**src/rtl/clkstop_pkg.sv**
```systemverilog
package clkstop_pkg;
  // Enable-word layout: fcpu, gcpu, fpci, gpci[np], fsdr, gsdr[ns], apic
  function automatic int cfg_width(input int np, input int ns);
    return 5 + np + ns;
  endfunction
  localparam int IDX_CPU_F = 0;
  localparam int IDX_CPU_G = 1;
  localparam int IDX_PCI_F = 2;
  function automatic int idx_pci(input int i);
    return 3 + i;
  endfunction
  function automatic int idx_sdr_f(input int np);
    return 3 + np;
  endfunction
  function automatic int idx_sdr(input int np, input int j);
    return 4 + np + j;
  endfunction
  function automatic int idx_apic(input int np, input int ns);
    return 4 + np + ns;
  endfunction
endpackage

```
**src/rtl/clkstop_sync.sv**
```systemverilog
module clkstop_sync #(
  parameter int STAGES = 2
) (
  input  logic clk,
  input  logic rst_n,
  input  logic d,
  output logic q
);
  logic [STAGES-1:0] chain;
  always_ff @(posedge clk or negedge rst_n) begin
    if (!rst_n) chain <= '1;
    else        chain <= {chain[STAGES-2:0], d};
  end
  assign q = chain[STAGES-1];
endmodule

```
**src/rtl/clkstop_gate.sv**
```systemverilog
module clkstop_gate (
  input  logic clk,
  input  logic rst_n,
  input  logic src,
  input  logic want,
  output logic q
);
  logic en_q;
  // The enable may only move while the source is low, so no high phase is cut
  always_ff @(posedge clk or negedge rst_n) begin
    if (!rst_n) begin
      en_q <= 1'b0;
      q    <= 1'b0;
    end else begin
      if (!src) en_q <= want;
      q <= src & en_q;
    end
  end
endmodule

```
**src/rtl/clkstop_ctrl.sv**
```systemverilog
module clkstop_ctrl
  import clkstop_pkg::*;
#(
  parameter int N_PCI       = 5,
  parameter int N_SDR       = 12,
  parameter int SYNC_STAGES = 2,
  localparam int CFG_W      = 5 + N_PCI + N_SDR
) (
  input  logic             clk,
  input  logic             rst_n,
  input  logic             cpu_src,
  input  logic             pci_src,
  input  logic             sdr_src,
  input  logic             apic_src,
  input  logic             stop_n,
  input  logic             pci_stop_n,
  input  logic [CFG_W-1:0] out_en_cfg,
  input  logic             tristate,
  output logic             cpu_free_o,
  output logic             cpu_gated_o,
  output logic             pci_free_o,
  output logic [N_PCI-1:0] pci_gated_o,
  output logic             sdr_free_o,
  output logic [N_SDR-1:0] sdr_gated_o,
  output logic             apic_o,
  output logic             oe_o
);
  // Named internal events, visible to the bound checker
  logic stop_s;
  logic pci_stop_s;
  logic pci_d;
  logic pci_rise;
  logic pci_hold;

  clkstop_sync #(.STAGES(SYNC_STAGES)) u_sync_glb (
    .clk(clk), .rst_n(rst_n), .d(stop_n), .q(stop_s));
  clkstop_sync #(.STAGES(SYNC_STAGES)) u_sync_pci (
    .clk(clk), .rst_n(rst_n), .d(pci_stop_n), .q(pci_stop_s));

  assign pci_rise = pci_src & ~pci_d;

  always_ff @(posedge clk or negedge rst_n) begin
    if (!rst_n) begin
      pci_d    <= 1'b0;
      pci_hold <= 1'b1;
      oe_o     <= 1'b0;
    end else begin
      pci_d <= pci_src;
      if (pci_rise) pci_hold <= pci_stop_s;
      oe_o <= ~tristate;
    end
  end

  clkstop_gate u_cpu_f (.clk(clk), .rst_n(rst_n), .src(cpu_src),
    .want(out_en_cfg[IDX_CPU_F]), .q(cpu_free_o));
  clkstop_gate u_cpu_g (.clk(clk), .rst_n(rst_n), .src(cpu_src),
    .want(stop_s & out_en_cfg[IDX_CPU_G]), .q(cpu_gated_o));
  clkstop_gate u_pci_f (.clk(clk), .rst_n(rst_n), .src(pci_src),
    .want(out_en_cfg[IDX_PCI_F]), .q(pci_free_o));
  clkstop_gate u_sdr_f (.clk(clk), .rst_n(rst_n), .src(sdr_src),
    .want(out_en_cfg[idx_sdr_f(N_PCI)]), .q(sdr_free_o));
  clkstop_gate u_apic (.clk(clk), .rst_n(rst_n), .src(apic_src),
    .want(stop_s & out_en_cfg[idx_apic(N_PCI, N_SDR)]), .q(apic_o));

  for (genvar i = 0; i < N_PCI; i++) begin : g_pci
    clkstop_gate u_g (.clk(clk), .rst_n(rst_n), .src(pci_src),
      .want(pci_hold & out_en_cfg[idx_pci(i)]), .q(pci_gated_o[i]));
  end

  for (genvar j = 0; j < N_SDR; j++) begin : g_sdr
    clkstop_gate u_g (.clk(clk), .rst_n(rst_n), .src(sdr_src),
      .want(stop_s & out_en_cfg[idx_sdr(N_PCI, j)]), .q(sdr_gated_o[j]));
  end
endmodule

```
**config.mk**
```make
export PLATFORM = sky130hd
export DESIGN_NAME = clkstop_ctrl
export DESIGN_NICKNAME = d
export VERILOG_FILES = /design/src/rtl/clkstop_pkg.sv /design/src/rtl/clkstop_sync.sv /design/src/rtl/clkstop_gate.sv /design/src/rtl/clkstop_ctrl.sv
export SDC_FILE = /design/constraint.sdc
export NUM_CORES = 1
export LEC_CHECK = 0
export BUFFER_PORTS_ARGS = -buffer_cell sky130_fd_sc_hd__buf_4
export CORE_MARGIN = 3
export CORE_UTILIZATION = 55
export DETAILED_ROUTE_END_ITERATION = 6
export GPL_TIMING_DRIVEN = 0
export PLACE_DENSITY = 0.82
export SETUP_SLACK_MARGIN = 0.2
export SKIP_CTS_REPAIR_TIMING = 1
export SLEW_MARGIN = 20
export SYNTH_ARGS = -nofsm -noshare
export SYNTH_HDL_FRONTEND = slang
export SYNTH_HIERARCHICAL = 1
export SYNTH_SLANG_ARGS = --single-unit
```
**constraint.sdc**
```tcl
create_clock -name clk -period 2.14 [get_ports clk]
set_input_delay 0.107 -clock clk [delete_from_list [all_inputs] [get_ports clk]]
set_output_delay 0.107 -clock clk [all_outputs]
set_load 0.01 [all_outputs]
```
Yosys cells after proc, flatten, opt, wreduce, memory -nomap -nowiden --
Index checks and enable logic that the tools add are counted.
Cells by class: add/sub/neg operators 0, mux-type cells 0, bitwise gates (word level) 44, magnitude comparators 0, shifts and indexed selects 0, reduce and logical (&&, ||, !) cells 0, multipliers 0, eq/ne operators 0, divide/modulo/power cells 0
Operator list (count):
- $and A1 B1 Y1 | 42
- $not A1 Y1 | 2
Storage, ports and cells: output and inout port bits 23, register bits after elaboration 51, bits in read-only memories 0, bits in latches 0, bits of input ports 31, memory bits (writable) 0, logic and storage cells 93, memories kept 0

Logic depth before layout (Yosys ltp) --
Gate-level depths: netlist of the first run.
depth after elaboration 2, depth in mapped cells 3, depth with buffers taken out 2

By module --
Netlist of the first run, hierarchy kept.
By module, submodules not included:
- clkstop_gate | area each 72.6 µm², times used 22, cells each 4, seq. area each 50.0 µm²
- clkstop_ctrl | area each 232.7 µm², times used 1, cells each 26, seq. area each 76.3 µm²
- clkstop_sync | area each 52.6 µm², times used 2, cells each 2, seq. area each 52.6 µm²

Least setup slack after synthesis of the first run --
No wires, ideal clock.
path kind register to register, from register u_sync_glb.chain[1], to register g_sdr[10].u_g.en_q, arrival 867 ps, data required time 2015 ps, path buffers 1, cell stages (with the launch flop) 4, setup slack 1148 ps, setup time 125 ps, period minus slack after synthesis 992 ps, path through dfstp_2 -> clkbuf_2 -> and2_1 -> mux2_4
Between the ends: longest elaborated chain between the ends 1
RTL lines:
- start, declared | line clkstop_sync.sv:9 | logic [STAGES-1:0] chain;
- start signal, assigned | line clkstop_sync.sv:12 | else chain <= {chain[STAGES-2:0], d};
- $and A1 B1 Y1 | line clkstop_ctrl.sv:72 | .want(stop_s & out_en_cfg[idx_sdr(N_PCI, j)]), .q(sdr_gated_o[j]));
- end signal, assigned | line clkstop_gate.sv:15 | if (!src) en_q <= want;
- end, declared | line clkstop_gate.sv:8 | logic en_q;
No other way between the ends. A chain may end at the register's enable or synchronous reset.

Final worst setup path of the first run --
from register u_sync_glb.chain[1], to register g_sdr[7].u_g.en_q
Between the ends: longest elaborated chain between the ends 1
RTL lines (line):
- $and A1 B1 Y1 | clkstop_ctrl.sv:72
- end signal, assigned | clkstop_gate.sv:15
- end, declared | clkstop_gate.sv:8
No other way between the ends.

==> flow_summary.json, run 1 <==
{
  "status": "finished, final reports clean",
  "htree_levels": 2,
  "critical_path.top_delay_family": "flip-flops",
  "finalSetupViolCount": 0,
  "ys_seq_area_share_pct": 66.30,
  "synth.distinct_cells": 8,
  "dieHeight_um": 65.31,
  "synth_top_area_share_pct": 59.51,
  "critPathCaptureType": "register",
  "hp-start": "out_en_cfg[18]",
  "drive_above_1_share_pct": 59.79,
  "grt_max_degree": 52,
  "drv_cap": 0,
  "grt_pass1_vias": 1089,
  "p_int_mw": 1.343,
  "rows": 20,
  "hold_path_end": "g_sdr[9].u_g/en_q",
  "cts_tree": "built",
  "initial_core_util_pct": 60.39,
  "powerDensity_nw_per_um2": 685.7,
  "numPortBuffers": 53,
  "wl_per_cell_um": 13.56,
  "area_growth_pct": 31.31,
  "drtAntennaViolNets": 0,
  "drt_wl_total_um": 3159,
  "path_buf_inv": 1,
  "stdcell_area_um2": 2540,
  "tns_ns": 0,
  "total_power_mw": 1.742,
  "hold_viol": 0,
  "path_depth": 3,
  "reg2reg_slack_ns": 1.03,
  "cpMaxStageDelayCell": "dfstp_2",
  "overflow": 0,
  "die_area_um2": 4265,
  "core_area_um2": 3203,
  "slew_violations": 0,
  "grt_antenna_before_repair": 0,
  "period_minus_slack_ns": 1.109,
  "vias_per_cell": 4.781,
  "fin_worst_skew_ns": 0.002254,
  "max_stage_delay_ns": 0.58,
  "synth.largest_area_cell": "dfrtp_1",
  "hp-class": "input port to register",
  "clockBufferDepth": 2,
  "synth_edf_count": 0,
  "post-route-util_pct": 79.30,
  "synth_commonest_cells": "dfrtp_1, mux2_4, and2_2",
  "synth.avg_cell_area_um2": 16.39,
  "rsz0062_at_grt": "false",
  "critPathRequiredTime_ns": 2.44,
  "netlist_area_um2": 1934,
  "clock-root-buffer": "clkbuf_4",
  "max_slew_margin_pct": 60.03,
  "timing.hold.ws_ns": 0.09262,
  "dp_hpwl_um": 2166,
  "fin_cells": 233,
  "synthArstFlopShare_pct": 100.0,
  "routabilityCongestion": 0.6802,
  "dp_slack_ns": 1.032,
  "switching_share_pct": 22.90,
  "syn-num-nets": 149,
  "min_path_cells": 3,
  "syn_inst": 118,
  "fmax_mhz": 901.6,
  "vias": 1114,
  "switching_power_uw": 398.8,
  "period_share_pct": 51.83,
  "die_x_um": 65.31,
  "cts_buffers": 5,
  "drcViolationCount": 0,
  "reg2reg_depth": 3,
  "synth_area_leaders": "dfrtp_1, mux2_4, and2_2",
  "p_leak_nw": 1.325,
  "ys_ff_latch": 51,
  "tightest_slew_ns": 0.5996,
  "timing.rr.start": "u_sync_glb/chain[1]",
  "setup_slack_ns": 1.031,
  "place_area_um2": 2387,
  "path_clk_slew_ns": 0.13,
  "grt_pass1_wl_um": 4968,
  "ys.flop_type": "dfrtp_1",
  "ir_drop_v": 0.0005009,
  "placed_cells": 215,
  "drtIter0Drc": 42,
  "track_usage_pct": 15.72,
  "antenna_cells": 0,
  "cp_max_fo": 10,
  "synth-warning-count": 6,
  "clk_latency_ns": 0.35,
  "cp.arrival_ns": 1.41,
  "crit_type": "register to register",
  "power.share.clock_pct": 22.6,
  "synth_most_common_cell": "dfrtp_1",
  "io_pins": 54,
  "drtPass1Iterations": 4,
  "nNetsFinal": 219,
  "power_frac_seq_pct": 62.0,
  "cp_cell_sequence": "clkbuf_2 -> and2_1 -> mux2_4",
  "critPathLaunchType": "register",
  "r2r-end": "g_sdr[7].u_g/en_q",
  "clock-sinks": 51,
  "combPwrFrac_pct": 15.4
}
power by group through the flow:
stage | clock (mW) | combinational (mW) | sequential (mW)
3_3_place_gp | 0 | 0.249 | 1.09
5_1_grt | 0.463 | 0.291 | 1.09
3_5_place_dp | 0 | 0.258 | 1.10
2_1_floorplan | 0 | 0.114 | 1.10
4_1_cts | 0.418 | 0.258 | 1.08
6_report | 0.393 | 0.269 | 1.08
how the worst max path moves through the flow:
| stage | slack [ns] | from | to |
|---|---|---|---|
| after floorplan | 1.15 | u_sync_glb/chain[1] | g_sdr[10].u_g/en_q |
| after global placement | 1.06 | u_sync_glb/chain[1] | g_sdr[3].u_g/en_q |
| after detailed placement | 1.03 | u_sync_glb/chain[1] | g_sdr[7].u_g/en_q |
| after CTS | 0.99 | u_sync_glb/chain[1] | g_sdr[8].u_g/en_q |
| after global routing | 0.95 | u_sync_glb/chain[1] | g_sdr[8].u_g/en_q |
| final | 1.03 | u_sync_glb/chain[1] | g_sdr[7].u_g/en_q |
worst min-delay path, delay by kind of cell:
| family | cells | cell delay, ns |
|---|---|---|
| buffers and inverters | 1 | 0.07 |
| and+or+nand+nor | 1 | 0.11 |
| muxes | 1 | 0.13 |
cells by family after synthesis:
logic type / synth area share (%)
buf+inv: 0.4523
simple gates: 15.39
mux: 17.85
flops: 66.30
final cells by class:
cell class              count  area, um^2
plain buffers               1       5.005
inverters                   1       3.754
clock inverters             3       15.01
repair buffers             63       498.0
multi-input cells          65       643.1
fillers                   208       663.1
well taps                  44       55.05
clock buffers               5       37.54
flip-flops and latches     51        1282
state kept, by name, indices dropped and copies added (netlist names), 2 cells and up:
| signal | flops |
|---|---|
| u_sync_glb/chain | 2 |
| u_sync_pci/chain | 2 |
| g_sdr.u_g/en_q | 12 |
| g_pci.u_g/en_q | 5 |
| g_sdr.u_g/q | 12 |
| g_pci.u_g/q | 5 |
placed cells by master, fill, tap and decap left out, drive strengths merged:
cell,instances
dlygate4sd3,10
and2,41
clkbuf,6
inv,1
clkinv,3
dfrtp,46
dfstp,5
nor2b,1
buf,53
mux2,23
per-layer routing:
layer	GRT usage, %	vias up	wire (um)
met5	0	-	0
met4	5.440	0	46
met3	5.299	6	228
met2	27.05	41	1623
met1	18.29	547	1261
li1	-	520	-
No activity file was read; power rests on OpenSTA's default activity.
==> run 2: changes to the inputs <==
Settings changed: CORE_UTILIZATION 55 to 51, PLACE_DENSITY 0.82 to 0.77.
Clock period 2.14 ns to 1.16 ns, I/O delays scaled along.
==> flow_summary.json, run 2 (synthesis gave the netlist of run 1 again) <==
{
  "clock-sinks": 51,
  "drtIter0Drc": 56,
  "use_met1_pct": 19.74,
  "grt_pass1_wl_um": 5030,
  "drtAntennaViolNets": 0,
  "regArea_um2": 1282,
  "hp-class": "input port to register",
  "cp_max_fo": 10,
  "use_met2_pct": 23.21,
  "vias": 1074,
  "rsz0062_at_grt": "true",
  "grt_antenna_before_repair": 0,
  "fmax_mhz": 957.5,
  "p_int_mw": 2.796,
  "drtPass1Iterations": 4,
  "critPathCaptureType": "register",
  "clk_latency_ns": 0.29,
  "area_growth_pct": 33.89,
  "die_x_um": 67.59,
  "mostFrequentLayoutCell": "buf_4",
  "clock-root-buffer": "clkbuf_8",
  "initial_core_util_pct": 55.35,
  "cp.arrival_ns": 1.23,
  "tightest_slew_ns": 0.5931,
  "top_regs": "g_sdr.u_g/en_q x12, g_sdr.u_g/q x12",
  "fill_cells": 257,
  "critPathLaunchType": "register",
  "vias_per_cell": 4.590,
  "dieHeight_um": 67.59,
  "max_slew_margin_pct": 60.46,
  "ir_drop_v": 0.0007782,
  "grt_pass1_vias": 1091,
  "slew_violations": 0,
  "switching_share_pct": 20.95,
  "wl_per_cell_um": 13.21,
  "routabilityCongestion": 0.6449,
  "cts_tree": "built",
  "drv_cap": 0,
  "drive_above_1_share_pct": 59.57,
  "powerDensity_nw_per_um2": 1366,
  "io_pins": 54,
  "status": "finished, final reports clean",
  "fin_worst_skew_ns": 0.009464,
  "numPortBuffers": 53,
  "core_area_um2": 3495,
  "die_area_um2": 4568,
  "p_leak_nw": 1.340,
  "total_power_mw": 3.537,
  "hold_viol": 0,
  "nNetsFinal": 218,
  "period_minus_slack_ns": 1.044,
  "critPathRequiredTime_ns": 1.35,
  "dp_hpwl_um": 2092,
  "power_frac_seq_pct": 56.3,
  "timing.hold.ws_ns": 0.03842,
  "drcViolationCount": 0,
  "power.share.clock_pct": 29.7,
  "layout_common_cells": "buf_4, dfrtp_1, mux2_4",
  "htree_levels": 2,
  "switching_power_uw": 740.9,
  "tns_ns": 0,
  "drt_wl_total_um": 3090,
  "finalSetupViolCount": 0,
  "rows": 21,
  "grt_max_degree": 52,
  "cts_buffers": 5,
  "crit_type": "register to register",
  "period_share_pct": 90.03,
  "antenna_cells": 0,
  "use_met3_pct": 5.824,
  "combPwrFrac_pct": 13.9,
  "path_clk_slew_ns": 0.09,
  "top_usage_layer": "met2",
  "track_usage_pct": 15.50,
  "clockBufferDepth": 2,
  "overflow": 0,
  "multi_input_area_um2": 643.1
}
-- run 2: final cells by class --
cell class                 count  area share, %
buffer                         1         0.5797
clock buffer                   8          3.865
inverter                       1         0.1449
multi-input combinational     65          24.83
sequential                    51          49.52
tap                           46          2.222
timing repair buffer          62          18.84
-- run 2: layer usage --
metal | part of all wire [%] | wire [um] | up-vias
li1 | - | - | 517
met1 | 41 | 1278 | 514
met2 | 50 | 1550 | 41
met3 | 7.9 | 243 | 2
met4 | 0.61 | 19 | 0
met5 | 0 | 0 | -
-- run 2: final timing paths --
path	startpoint	to	slack (ns)	depth (start not counted)
max	u_sync_glb/chain[1]	g_sdr[6].u_g/en_q	0.12	3
min	cpu_src	u_cpu_g/q	0.04	2
max reg2reg	u_sync_glb/chain[1]	g_sdr[6].u_g/en_q	0.12	3
min reg2reg	u_sync_glb/chain[0]	u_sync_glb/chain[1]	0.36	0
max in group asynchronous	rst_n	g_sdr[8].u_g/q	0.45	2
min in group asynchronous	rst_n	g_sdr[0].u_g/en_q	0.32	2
-- run 2: critical path, stage by stage (launching register included) --
cell and delay, ns:
dfstp_2 0.40, buf_8 0.13, and2_1 0.13, mux2_4 0.27
-- run 2: power groups by stage --
stage | logic [mW] | clock network (mW) | registers (mW)
floorplan | 0.213 | 0 | 2.03
global placement | 0.463 | 0 | 2.02
detailed placement | 0.477 | 0 | 2.03
CTS | 0.479 | 1.10 | 1.99
global route | 0.541 | 1.19 | 2.01
finish | 0.493 | 1.05 | 1.99
-- run 2: per-stage QoR --
| step | setup slack, ns | instance area (um^2) | std cells | util, % |
|---|---|---|---|---|
| 6_report | 0.1156 | 2590 | 234 | 74.11 |
| 5_1_grt | 0.07974 | 2590 | 234 | 74.11 |
| 4_1_cts | 0.08625 | 2499 | 225 | 71.50 |
| 3_5_place_dp | 0.09966 | 2399 | 217 | 68.64 |
| 3_3_place_gp | 0.1224 | 2399 | 217 | 68.64 |
| 2_1_floorplan | 0.1695 | 1943 | 118 | - |
==> run 3: changes to the inputs <==
Settings changed: RECOVER_POWER from default to 100, SKIP_LAST_GASP from default to 1.
==> flow_summary.json, run 3 (synthesis gave the netlist of run 1 again) <==
{
  "status": "finished, final reports clean",
  "track_usage_pct": 15.50,
  "drv_cap": 0,
  "routabilityCongestion": 0.6449,
  "drtIter0Drc": 58,
  "regArea_um2": 1282,
  "wl_per_cell_um": 13.09,
  "critPathCaptureType": "register",
  "max_stage_delay_ns": 0.40,
  "place_area_um2": 2399,
  "die_area_um2": 4568,
  "max_slew_margin_pct": 57.16,
  "clock-root-buffer": "clkbuf_8",
  "hp-class": "input port to register",
  "rows": 21,
  "tns_ns": 0,
  "ir_drop_v": 0.0007414,
  "overflow": 0,
  "io_pins": 54,
  "critPathLaunchType": "register",
  "cts_buffers": 5,
  "layout_common_cells": "dfrtp_1, clkbuf_1, and2_2",
  "dp_hpwl_um": 2092,
  "cp.arrival_ns": 1.24,
  "path_depth": 3,
  "vias": 1056,
  "drive_above_1_share_pct": 43.09,
  "grt_antenna_before_repair": 0,
  "tightest_slew_ns": 0.6426,
  "fin_worst_skew_ns": 0.008578,
  "cts_tree": "built",
  "initial_core_util_pct": 55.35,
  "placed_cells": 217,
  "timing.rr.start": "u_sync_glb/chain[1]",
  "min_path_cells": 2,
  "grt_pass1_vias": 1091,
  "clock-sinks": 51,
  "setup_slack_ns": 0.09643,
  "mostFrequentLayoutCell": "dfrtp_1",
  "r2r-end": "g_sdr[3].u_g/en_q",
  "crit_type": "register to register",
  "reg2reg_slack_ns": 0.1,
  "critical_path.top_delay_family": "flip-flops",
  "rsz0062_at_grt": "true",
  "die_x_um": 67.59,
  "antenna_cells": 0,
  "hold_viol": 0,
  "crit_path_start": "u_sync_glb/chain[1]",
  "clk_latency_ns": 0.29,
  "top_regs": "g_sdr.u_g/en_q x12, g_sdr.u_g/q x12",
  "path_clk_slew_ns": 0.08,
  "finalSetupViolCount": 0,
  "critPathRequiredTime_ns": 1.33,
  "cp-endpoint": "g_sdr[3].u_g/en_q",
  "fmax_mhz": 940.2,
  "reg2reg_depth": 3,
  "stdcell_area_um2": 2475,
  "path_buf_inv": 1,
  "vias_per_cell": 4.513,
  "grt_pass1_wl_um": 5030,
  "powerDensity_nw_per_um2": 1398,
  "nNetsFinal": 218,
  "drt_wl_total_um": 3064,
  "area_growth_pct": 27.94,
  "grt_max_degree": 52,
  "cpMaxStageDelayCell": "dfstp_2",
  "cp_max_fo": 10,
  "drtPass1Iterations": 2,
  "clockBufferDepth": 2,
  "fin_cells": 234,
  "htree_levels": 2,
  "core_area_um2": 3495,
  "cp_cell_sequence": "buf_8 -> and2_1 -> mux2_1",
  "dieHeight_um": 67.59,
  "fill_cells": 286,
  "post-route-util_pct": 70.82,
  "multi_input_area_um2": 620.6,
  "drcViolationCount": 0,
  "period_minus_slack_ns": 1.064,
  "numPortBuffers": 53,
  "drtAntennaViolNets": 0,
  "period_share_pct": 91.69,
  "p_leak_nw": 1.215,
  "slew_violations": 0,
  "dp_slack_ns": 0.09966
}
## run 3: changes by cell type in the layout (fill, tap and decap cells not counted), sizes merged
cell	previous run	this run
buf	54	22
clkbuf	8	40
## run 3: power breakdown
group | internal, mW | total (mW) | leakage [nW] | switching [mW]
registers | 1.93 | 1.99 | 0.650 | 0.0632
logic | 0.260 | 0.427 | 0.513 | 0.167
clock network | 0.544 | 1.05 | 0.0515 | 0.502
## run 3: final cells by class
class	count	share of cell area [%]
buffer	1	0.6067
clock buffer	8	4.044
inverter	1	0.1517
multi-input combinational	65	25.08
sequential	51	51.82
tap	46	2.326
timing repair buffer	62	15.98
## run 3: per-layer routing
layer,track usage [%],vias up,share of wire [%]
met2,23.21,41,50
met4,7.595,0,0.62
li1,-,517,-
met5,0,-,0
met3,5.824,2,7.5
met1,19.74,496,42
## run 3: how the worst min path moves through the flow
stage | endpoint | slack (ns) | startpoint
after floorplan | g_pci[0].u_g/en_q | -0.24 | rst_n
after global placement | u_cpu_f/q | 0.10 | rst_n
after detailed placement | u_cpu_g/q | 0.11 | rst_n
after CTS | u_apic/q | -0.22 | rst_n
after global routing | u_cpu_g/q | 0.03 | cpu_src
final | u_cpu_g/q | 0.04 | cpu_src
## run 3: stage by stage
stage,power (mW),hold slack (ns)
2_1_floorplan,2.248,-0.2376
3_3_place_gp,2.481,0.1018
3_5_place_dp,2.504,0.1136
4_1_cts,3.578,-0.2181
5_1_grt,3.664,0.02598
6_report,3.461,0.03830
